`config.mk`:
```
export PLATFORM = sky130hd
export DESIGN_NAME = txbd_ring_engine
export DESIGN_NICKNAME = d
export VERILOG_FILES = /design/src/rtl/txr_pkg.sv /design/src/rtl/txr_ring_ptr.sv /design/src/rtl/txr_frame_meter.sv /design/src/rtl/txr_seq.sv /design/src/rtl/txbd_ring_engine.sv
export SDC_FILE = /design/constraint.sdc
export NUM_CORES = 1
export LEC_CHECK = 0
export ABC_AREA = 1
export BUFFER_PORTS_ARGS = -buffer_cell sky130_fd_sc_hd__buf_2
export CORE_UTILIZATION = 60
export DETAILED_ROUTE_END_ITERATION = 12
export HOLD_SLACK_MARGIN = 0.03
export PLACE_DENSITY = 0.85
export REMOVE_ABC_BUFFERS = 1
export SLEW_MARGIN = 20
export SYNTH_ARGS = -nofsm -noshare
export SYNTH_HDL_FRONTEND = slang
export SYNTH_SLANG_ARGS = --single-unit
```
`constraint.sdc`:
```
create_clock -name clk -period 7.7 [get_ports clk]
set_input_delay 1.54 -clock clk [delete_from_list [all_inputs] [get_ports clk]]
set_output_delay 1.54 -clock clk [all_outputs]
set_load 0.02 [all_outputs]
```
`src/rtl/txr_pkg.sv`:
```
package txr_pkg;

    localparam int unsigned FLG_OWN  = 15;
    localparam int unsigned FLG_WRAP = 13;
    localparam int unsigned FLG_EOF  = 11;

    typedef struct packed {
        logic [15:0] flags;
        logic [15:0] count;
    } txr_hdr_t;

    typedef enum logic [2:0] {
        ST_IDLE,
        ST_HDR,
        ST_PTR,
        ST_FETCH,
        ST_EMIT,
        ST_WBACK
    } txr_state_e;

    function automatic logic [7:0] lane_of(input logic [31:0] word, input logic [1:0] off);
        case (off)
            2'd0:    lane_of = word[31:24];
            2'd1:    lane_of = word[23:16];
            2'd2:    lane_of = word[15:8];
            default: lane_of = word[7:0];
        endcase
    endfunction

    function automatic logic [31:0] release_hdr(input txr_hdr_t h);
        txr_hdr_t r;
        r = h;
        r.flags[FLG_OWN] = 1'b0;
        release_hdr = r;
    endfunction

endpackage

```
`src/rtl/txr_ring_ptr.sv`:
```
module txr_ring_ptr #(
    parameter int unsigned AW = 32
) (
    input  logic          clk,
    input  logic          rst,
    input  logic          base_wr,
    input  logic [AW-1:0] base_data,
    input  logic          adv,
    input  logic          wrap,
    output logic [AW-1:0] cur_ptr
);
    localparam logic [AW-1:0] STEP = AW'(8);

    logic [AW-1:0] base_q;
    logic [AW-1:0] cur_q;

    always_ff @(posedge clk) begin
        if (rst) begin
            base_q <= '0;
            cur_q  <= '0;
        end else if (base_wr) begin
            base_q <= {base_data[AW-1:2], 2'b00};
            cur_q  <= {base_data[AW-1:2], 2'b00};
        end else if (adv) begin
            cur_q <= wrap ? base_q : cur_q + STEP;
        end
    end

    assign cur_ptr = cur_q;

    a_r7_aligned: assert property (@(posedge clk) disable iff (rst)
        cur_q[1:0] == 2'b00);

    a_r2_hold_ptr: assert property (@(posedge clk) disable iff (rst)
        (!adv && !base_wr) |=> $stable(cur_q));

    a_r3_wrap_to_base: assert property (@(posedge clk) disable iff (rst)
        (adv && wrap && !base_wr) |=> (cur_q == $past(base_q)));

    a_r3_step_eight: assert property (@(posedge clk) disable iff (rst)
        (adv && !wrap && !base_wr) |=> (cur_q == $past(cur_q) + STEP));
endmodule

```
`src/rtl/txr_frame_meter.sv`:
```
module txr_frame_meter #(
    parameter int unsigned MAX_FRAME = 2032,
    parameter int unsigned LEN_W     = 16
) (
    input  logic             clk,
    input  logic             rst,
    input  logic [LEN_W-1:0] req_len,
    input  logic             byte_inc,
    input  logic             frame_clr,
    output logic [LEN_W-1:0] take_len,
    output logic             over
);
    localparam int unsigned CNT_W = $clog2(MAX_FRAME + 1);
    localparam logic [CNT_W-1:0] LIMIT = CNT_W'(MAX_FRAME);

    logic [CNT_W-1:0] fcnt_q;
    logic [CNT_W-1:0] room;

    always_ff @(posedge clk) begin
        if (rst || frame_clr) begin
            fcnt_q <= '0;
        end else if (byte_inc && fcnt_q != LIMIT) begin
            fcnt_q <= fcnt_q + 1'b1;
        end
    end

    always_comb begin
        room = LIMIT - fcnt_q;
        over = (req_len > LEN_W'(room));
        take_len = over ? LEN_W'(room) : req_len;
    end

    a_r5_count_bound: assert property (@(posedge clk) disable iff (rst)
        fcnt_q <= LIMIT);

    a_r10_count_cleared: assert property (@(posedge clk) disable iff (rst)
        frame_clr |=> (fcnt_q == '0));
endmodule

```
`src/rtl/txr_seq.sv`:
```
module txr_seq
    import txr_pkg::*;
#(
    parameter int unsigned AW    = 32,
    parameter int unsigned LEN_W = 16
) (
    input  logic             clk,
    input  logic             rst,
    input  logic             cfg_en,
    input  logic             kick,
    input  logic [AW-1:0]    cur_ptr,
    output logic             ptr_adv,
    output logic             ptr_wrap,
    output logic [LEN_W-1:0] req_len,
    input  logic [LEN_W-1:0] take_len,
    input  logic             over,
    output logic             byte_inc,
    output logic             frame_clr,
    output logic             mem_req,
    output logic             mem_we,
    output logic [AW-1:0]    mem_addr,
    output logic [31:0]      mem_wdata,
    input  logic             mem_ack,
    input  logic [31:0]      mem_rdata,
    output logic             tx_valid,
    input  logic             tx_ready,
    output logic [7:0]       tx_data,
    output logic             tx_last,
    output logic             evt_buf_done,
    output logic             evt_frame_done,
    output logic             evt_babble,
    output logic             busy
);
    txr_state_e       state_q, state_d;
    txr_hdr_t         hdr_q;
    logic [AW-1:0]    baddr_q;
    logic [LEN_W-1:0] remain_q;
    logic [31:0]      word_q;
    logic             cut_q;
    logic             pend_q, pend_d;
    logic             ev_buf_q, ev_frame_q, ev_bab_q;

    logic kick_ok;
    logic hdr_ack, ptr_ack, fetch_ack, wb_ack, emit_take;
    logic stop_now, restart;
    logic is_eof;

    assign kick_ok   = kick && cfg_en;
    assign hdr_ack   = (state_q == ST_HDR)   && mem_ack;
    assign ptr_ack   = (state_q == ST_PTR)   && mem_ack;
    assign fetch_ack = (state_q == ST_FETCH) && mem_ack;
    assign wb_ack    = (state_q == ST_WBACK) && mem_ack;
    assign emit_take = (state_q == ST_EMIT)  && tx_ready;
    assign is_eof    = hdr_q.flags[FLG_EOF];
    assign stop_now  = hdr_ack && !mem_rdata[16 + FLG_OWN];
    assign restart   = stop_now && (pend_q || kick_ok);

    always_comb begin
        pend_d = pend_q;
        if (kick_ok && state_q != ST_IDLE) pend_d = 1'b1;
        if (restart) pend_d = 1'b0;
    end

    always_comb begin
        state_d = state_q;
        case (state_q)
            ST_IDLE:  if (kick_ok) state_d = ST_HDR;
            ST_HDR:   if (mem_ack) begin
                          if (mem_rdata[16 + FLG_OWN]) state_d = ST_PTR;
                          else if (restart)            state_d = ST_HDR;
                          else                         state_d = ST_IDLE;
                      end
            ST_PTR:   if (mem_ack) state_d = (take_len == '0) ? ST_WBACK : ST_FETCH;
            ST_FETCH: if (mem_ack) state_d = ST_EMIT;
            ST_EMIT:  if (tx_ready) begin
                          if (remain_q == LEN_W'(1))      state_d = ST_WBACK;
                          else if (baddr_q[1:0] == 2'd3)  state_d = ST_FETCH;
                      end
            ST_WBACK: if (mem_ack) state_d = ST_HDR;
            default:  state_d = ST_IDLE;
        endcase
    end

    always_ff @(posedge clk) begin
        if (rst) begin
            state_q    <= ST_IDLE;
            hdr_q      <= '0;
            baddr_q    <= '0;
            remain_q   <= '0;
            word_q     <= '0;
            cut_q      <= 1'b0;
            pend_q     <= 1'b0;
            ev_buf_q   <= 1'b0;
            ev_frame_q <= 1'b0;
            ev_bab_q   <= 1'b0;
        end else begin
            state_q    <= state_d;
            pend_q     <= pend_d;
            ev_buf_q   <= wb_ack;
            ev_frame_q <= wb_ack && is_eof;
            ev_bab_q   <= wb_ack && cut_q;
            if (hdr_ack) hdr_q <= txr_hdr_t'(mem_rdata);
            if (ptr_ack) begin
                baddr_q  <= mem_rdata[AW-1:0];
                remain_q <= take_len;
                cut_q    <= over;
            end
            if (fetch_ack) word_q <= mem_rdata;
            if (emit_take) begin
                baddr_q  <= baddr_q + 1'b1;
                remain_q <= remain_q - 1'b1;
            end
        end
    end

    always_comb begin
        mem_req   = 1'b0;
        mem_we    = 1'b0;
        mem_addr  = cur_ptr;
        mem_wdata = release_hdr(hdr_q);
        case (state_q)
            ST_HDR:   mem_req = 1'b1;
            ST_PTR:   begin mem_req = 1'b1; mem_addr = cur_ptr + AW'(4); end
            ST_FETCH: begin mem_req = 1'b1; mem_addr = {baddr_q[AW-1:2], 2'b00}; end
            ST_WBACK: begin mem_req = 1'b1; mem_we = 1'b1; end
            default:  ;
        endcase
    end

    assign req_len        = hdr_q.count;
    assign byte_inc       = emit_take;
    assign frame_clr      = wb_ack && is_eof;
    assign ptr_adv        = wb_ack;
    assign ptr_wrap       = hdr_q.flags[FLG_WRAP];
    assign tx_valid       = (state_q == ST_EMIT);
    assign tx_data        = lane_of(word_q, baddr_q[1:0]);
    assign tx_last        = tx_valid && is_eof && (remain_q == LEN_W'(1));
    assign evt_buf_done   = ev_buf_q;
    assign evt_frame_done = ev_frame_q;
    assign evt_babble     = ev_bab_q;
    assign busy           = (state_q != ST_IDLE);

    a_r6_release_own: assert property (@(posedge clk) disable iff (rst)
        (mem_req && mem_we) |-> !mem_wdata[16 + FLG_OWN]);

    a_r12_hold_byte: assert property (@(posedge clk) disable iff (rst)
        (tx_valid && !tx_ready) |=> (tx_valid && $stable(tx_data) && $stable(tx_last)));

    a_r4_frame_implies_buf: assert property (@(posedge clk) disable iff (rst)
        evt_frame_done |-> evt_buf_done);

    a_r8_no_start_disabled: assert property (@(posedge clk) disable iff (rst)
        (state_q == ST_IDLE && !cfg_en) |=> !mem_req);

    a_r2_stop_no_write: assert property (@(posedge clk) disable iff (rst)
        (stop_now && !restart) |=> !busy);
endmodule

```
`src/rtl/txbd_ring_engine.sv`:
```
module txbd_ring_engine #(
    parameter int unsigned AW        = 32,
    parameter int unsigned LEN_W     = 16,
    parameter int unsigned MAX_FRAME = 2032
) (
    input  logic          clk,
    input  logic          rst,
    input  logic          cfg_en,
    input  logic          ring_base_wr,
    input  logic [AW-1:0] ring_base_data,
    input  logic          kick,
    output logic          mem_req,
    output logic          mem_we,
    output logic [AW-1:0] mem_addr,
    output logic [31:0]   mem_wdata,
    input  logic          mem_ack,
    input  logic [31:0]   mem_rdata,
    output logic          tx_valid,
    input  logic          tx_ready,
    output logic [7:0]    tx_data,
    output logic          tx_last,
    output logic          evt_buf_done,
    output logic          evt_frame_done,
    output logic          evt_babble,
    output logic          busy
);
    logic [AW-1:0]    cur_ptr;
    logic             ptr_adv, ptr_wrap;
    logic [LEN_W-1:0] req_len, take_len;
    logic             over, byte_inc, frame_clr;

    txr_ring_ptr #(.AW(AW)) ring_i (
        .clk(clk), .rst(rst),
        .base_wr(ring_base_wr), .base_data(ring_base_data),
        .adv(ptr_adv), .wrap(ptr_wrap), .cur_ptr(cur_ptr)
    );

    txr_frame_meter #(.MAX_FRAME(MAX_FRAME), .LEN_W(LEN_W)) meter_i (
        .clk(clk), .rst(rst),
        .req_len(req_len), .byte_inc(byte_inc), .frame_clr(frame_clr),
        .take_len(take_len), .over(over)
    );

    txr_seq #(.AW(AW), .LEN_W(LEN_W)) seq_i (
        .clk(clk), .rst(rst), .cfg_en(cfg_en), .kick(kick),
        .cur_ptr(cur_ptr), .ptr_adv(ptr_adv), .ptr_wrap(ptr_wrap),
        .req_len(req_len), .take_len(take_len), .over(over),
        .byte_inc(byte_inc), .frame_clr(frame_clr),
        .mem_req(mem_req), .mem_we(mem_we), .mem_addr(mem_addr),
        .mem_wdata(mem_wdata), .mem_ack(mem_ack), .mem_rdata(mem_rdata),
        .tx_valid(tx_valid), .tx_ready(tx_ready), .tx_data(tx_data),
        .tx_last(tx_last), .evt_buf_done(evt_buf_done),
        .evt_frame_done(evt_frame_done), .evt_babble(evt_babble),
        .busy(busy)
    );

    a_r11_quiet_after_reset: assert property (@(posedge clk)
        $past(rst) |-> (!mem_req && !tx_valid && !evt_buf_done && !evt_frame_done && !evt_babble));
endmodule

```
==> impl_metrics.csv <==
group,metric,value,unit
timing,tightest_slew,1.12,ns
synthesis,synthArstFlopShare,0,
timing,final-setup-viol-count,0,
cells_and_area,area_growth,11.7,%
worst_setup_path,crit_fanout,23,
routing,ant_nets,0,
clocking,h-tree-depth,4,
timing,rsz0062_at_grt,"false",
cells_and_area,fin_util,0.684,
clocking,cts_buffer_depth,2,
worst_setup_path,start_kind,"register",
worst_setup_path,end_kind,"output pin",
synthesis,syn_avg_cell_area,6.91,sq um
clocking,cts_resized,0,
global_routing,antenna_found_initial,0,
global_routing,grt_first_pass_wirelength,51100,um
power,leakage,5.03,nW
timing,fin_crit,5.58,ns
synthesis,yosysSeqAreaShare,0.351,
synthesis,ys_ff_latch,192,
synthesis,ys_types,52,
floorplan,io_pins,151,
clocking,clkTransAtPathRegs,0.07,ns
global_routing,track_usage,0.347,
worst_setup_path,cp_slowest_cell,"nor2_2",
placed_design,gp_congestion,0.951,
synthesis,ys_warn_count,0,
placed_design,place.port_buffers,147,
cells_and_area,diodes,0,
routing,dr_total_vias,11543,
cells_and_area,fillers,1560,
routing,wirelength,32300,um
synthesis,ys.flop_type,"dfxtp_1",
clocking,clock_latency,0.44,ns
placed_design,place_hpwl,22900,um
hold_path,hold_class,"register to register",
timing,hold_viol,0,
worst_setup_path,slowest_delay,0.85,ns
clocking,numCtsBuffers,17,
worst_setup_path,path_cells,"inv_2 > nor2_2 > inv_2 > nor2_2 > inv_2 > o32ai_1 > a31oi_1 > buf_2",
cells_and_area,register_area,0.00384,sq mm
floorplan,fp.dieArea,0.0188,sq mm
routing,wl_per_cell,16.9,um
cells_and_area,drive_above_1_share,0.153,
job,drv_cap,0,
clocking,cts_hold_buffers,0,
timing,hold_ws,0.439,ns
floorplan,start_util,0.612,
floorplan,die_y,137,um
floorplan,rows,49,
floorplan,coreArea,0.0179,sq mm
synthesis,synth_edf_count,0,
floorplan,fp.dieW,137,um
run_status,status,"complete, no violations",
global_routing,grt-ovfl-total,0,
worst_setup_path,cp_num_cells,8,
clocking,cts_setup_buffers,0,
clocking,cts_tree,"yes",
worst_setup_path,cpMostUsedCell,"inv_2",
worst_setup_path,path_delay_family,"simple AND/OR/NAND/NOR gates",
timing,finalCritPeriodShare,0.725,
timing,fin_skew,0.0159,ns
synthesis,synth_cells,1585,
worst_setup_path,r2r_cells,13,
routing,drtIter0Drc,1301,
power,p_per_area,195,mW/mm^2
routing,drcViolationCount,0,
cells_and_area,nets,1766,
clocking,clock-sinks,192,
timing,final_max_slew_viol_count,0,
synthesis,syn_area,0.0110,sq mm
cells_and_area,multi_input_comb_area,0.00604,sq mm
global_routing,grt_start_max_net_pins,51,
timing,fmaxAchievable,179,MHz
global_routing,grt_pass1_vias,10502,
worst_setup_path,cp.required,6.16,ns
worst_setup_path,path_class,"register to output pin",
timing,setup-tns-final,0,ns
worst_setup_path,crit_buf_inv,4,
routing,viasPerCell,6.03,
power,ir_worst_vdd,0.193,mV
timing,slew_headroom,0.254,
hold_path,holdPathStages,2,
worst_setup_path,arrival,4.04,ns
clocking,cts_root_buf,"clkbuf_16",
routing,dr.pass1.iters,6,
## worst register-to-register path, cell delays in order (launching register included)
cell	delay [ns]
dfxtp_1	0.42
inv_2	0.07
nor2_2	0.83
inv_2	0.32
nor2_2	0.86
inv_2	0.39
nor2_4	0.87
inv_2	0.39
nand2_4	0.33
inv_2	0.23
nand2_1	0.11
o221ai_1	0.10
nand2_1	0.08
inv_1	0.04
## per-layer routing
| metal | share of wire | track usage |
|---|---|---|
| met1 | 0.41 | 0.443 |
| met2 | 0.47 | 0.563 |
| met3 | 0.081 | 0.0633 |
| met4 | 0.039 | 0.168 |
| met5 | 0 | 0 |
## registers in the layout (all words and copies together), names as in the netlist, 3 cells and up
signal           cells
meter_i.fcnt_q      11
ring_i.base_q       30
ring_i.cur_ptr      32
seq_i.baddr_q       32
seq_i.mem_wdata     15
seq_i.remain_q      16
seq_i.req_len       16
seq_i.state_q        3
seq_i.word_q        32
## power by group
part | internal [mW] | switching (mW)
registers | 1.04 | 0.0423
logic | 0.131 | 0.309
clock network | 0.435 | 0.433
total | 1.61 | 0.784
## area by class of cell
class	count	area share
sequential	192	0.314
clock inverter	13	0.00961
timing repair buffer	156	0.0658
tap	229	0.0234
multi-input combinational	1117	0.493
inverter	190	0.0583
clock buffer	18	0.0359
## cell usage in the layout (no fill, tap or decap), drive strengths merged, types with 5 or more instances in the layout
cell type    n
buf        156
nor4         9
nand3       75
o211ai      14
dfxtp      192
xor2        44
a31oi       60
clkbuf      18
xnor2        5
nand4       16
o221ai      26
nand2      311
ha          21
o21ai      125
a221oi      13
o22ai       31
clkinv       6
nor3        43
nor2       159
a21oi      142
inv        196
## synthesized netlist by cell type (4+ instances only)
cell type | count | area [sq um]
o21ai_1 | 9 | 45.0
o221ai_1 | 26 | 228
nor4_1 | 5 | 31.3
buf_4 | 4 | 30.0
nor3_4 | 4 | 65.1
o211ai_1 | 14 | 105
a31oi_1 | 59 | 369
o22ai_1 | 31 | 194
nand2_1 | 298 | 1120
nor3_1 | 34 | 170
nand2_2 | 10 | 62.6
o21ai_0 | 116 | 581
xnor2_1 | 5 | 43.8
nand3_1 | 70 | 350
nor2_2 | 11 | 68.8
buf_1 | 5 | 18.8
xor2_1 | 44 | 385
nor4_4 | 4 | 85.1
nor2_1 | 141 | 529
nand3_2 | 4 | 40.0
nor3_2 | 5 | 50.1
inv_2 | 15 | 56.3
a21oi_1 | 142 | 711
clkbuf_1 | 63 | 236
a221oi_1 | 13 | 114
buf_2 | 12 | 60.1
dfxtp_1 | 192 | 3840
nor2_4 | 7 | 78.8
ha_1 | 21 | 263
inv_1 | 172 | 646
nand4_1 | 16 | 100
## final timing paths
check | startpoint | endpoint | slack (ns)
min | ring_i.cur_ptr[1] | ring_i.cur_ptr[1] | 0.44
min reg2reg | ring_i.cur_ptr[1] | ring_i.cur_ptr[1] | 0.44
max reg2reg | seq_i.state_q[1] | seq_i.remain_q[2] | 2.56
max | seq_i.state_q[1] | mem_addr[18] | 2.12
## through the flow
stage,total power [mW],area [sq um],cells,worst slack [ns]
2_1_floorplan,1.37,10600,1499,3.15
3_3_place_gp,1.52,11700,1884,2.78
3_5_place_dp,1.53,11700,1884,2.75
4_1_cts,2.39,12200,1915,2.26
5_1_grt,2.48,12200,1915,1.93
6_report,2.39,12200,1915,2.12
## cells by family (layout without fill, tap and decap cells)
| family | count (synthesis) | after routing | share of synthesized area |
|---|---|---|---|
| fa+ha+maj | 21 | 21 | 0.0240 |
| compound gates | 425 | 425 | 0.226 |
| xor+xnor | 49 | 49 | 0.0392 |
| other cells | 1 | 1 | 0.000342 |
| simple gates | 621 | 621 | 0.261 |
| flops | 192 | 192 | 0.351 |
| buf+inv | 276 | 377 | 0.0987 |
No activity file was read; power rests on OpenSTA's default activity.
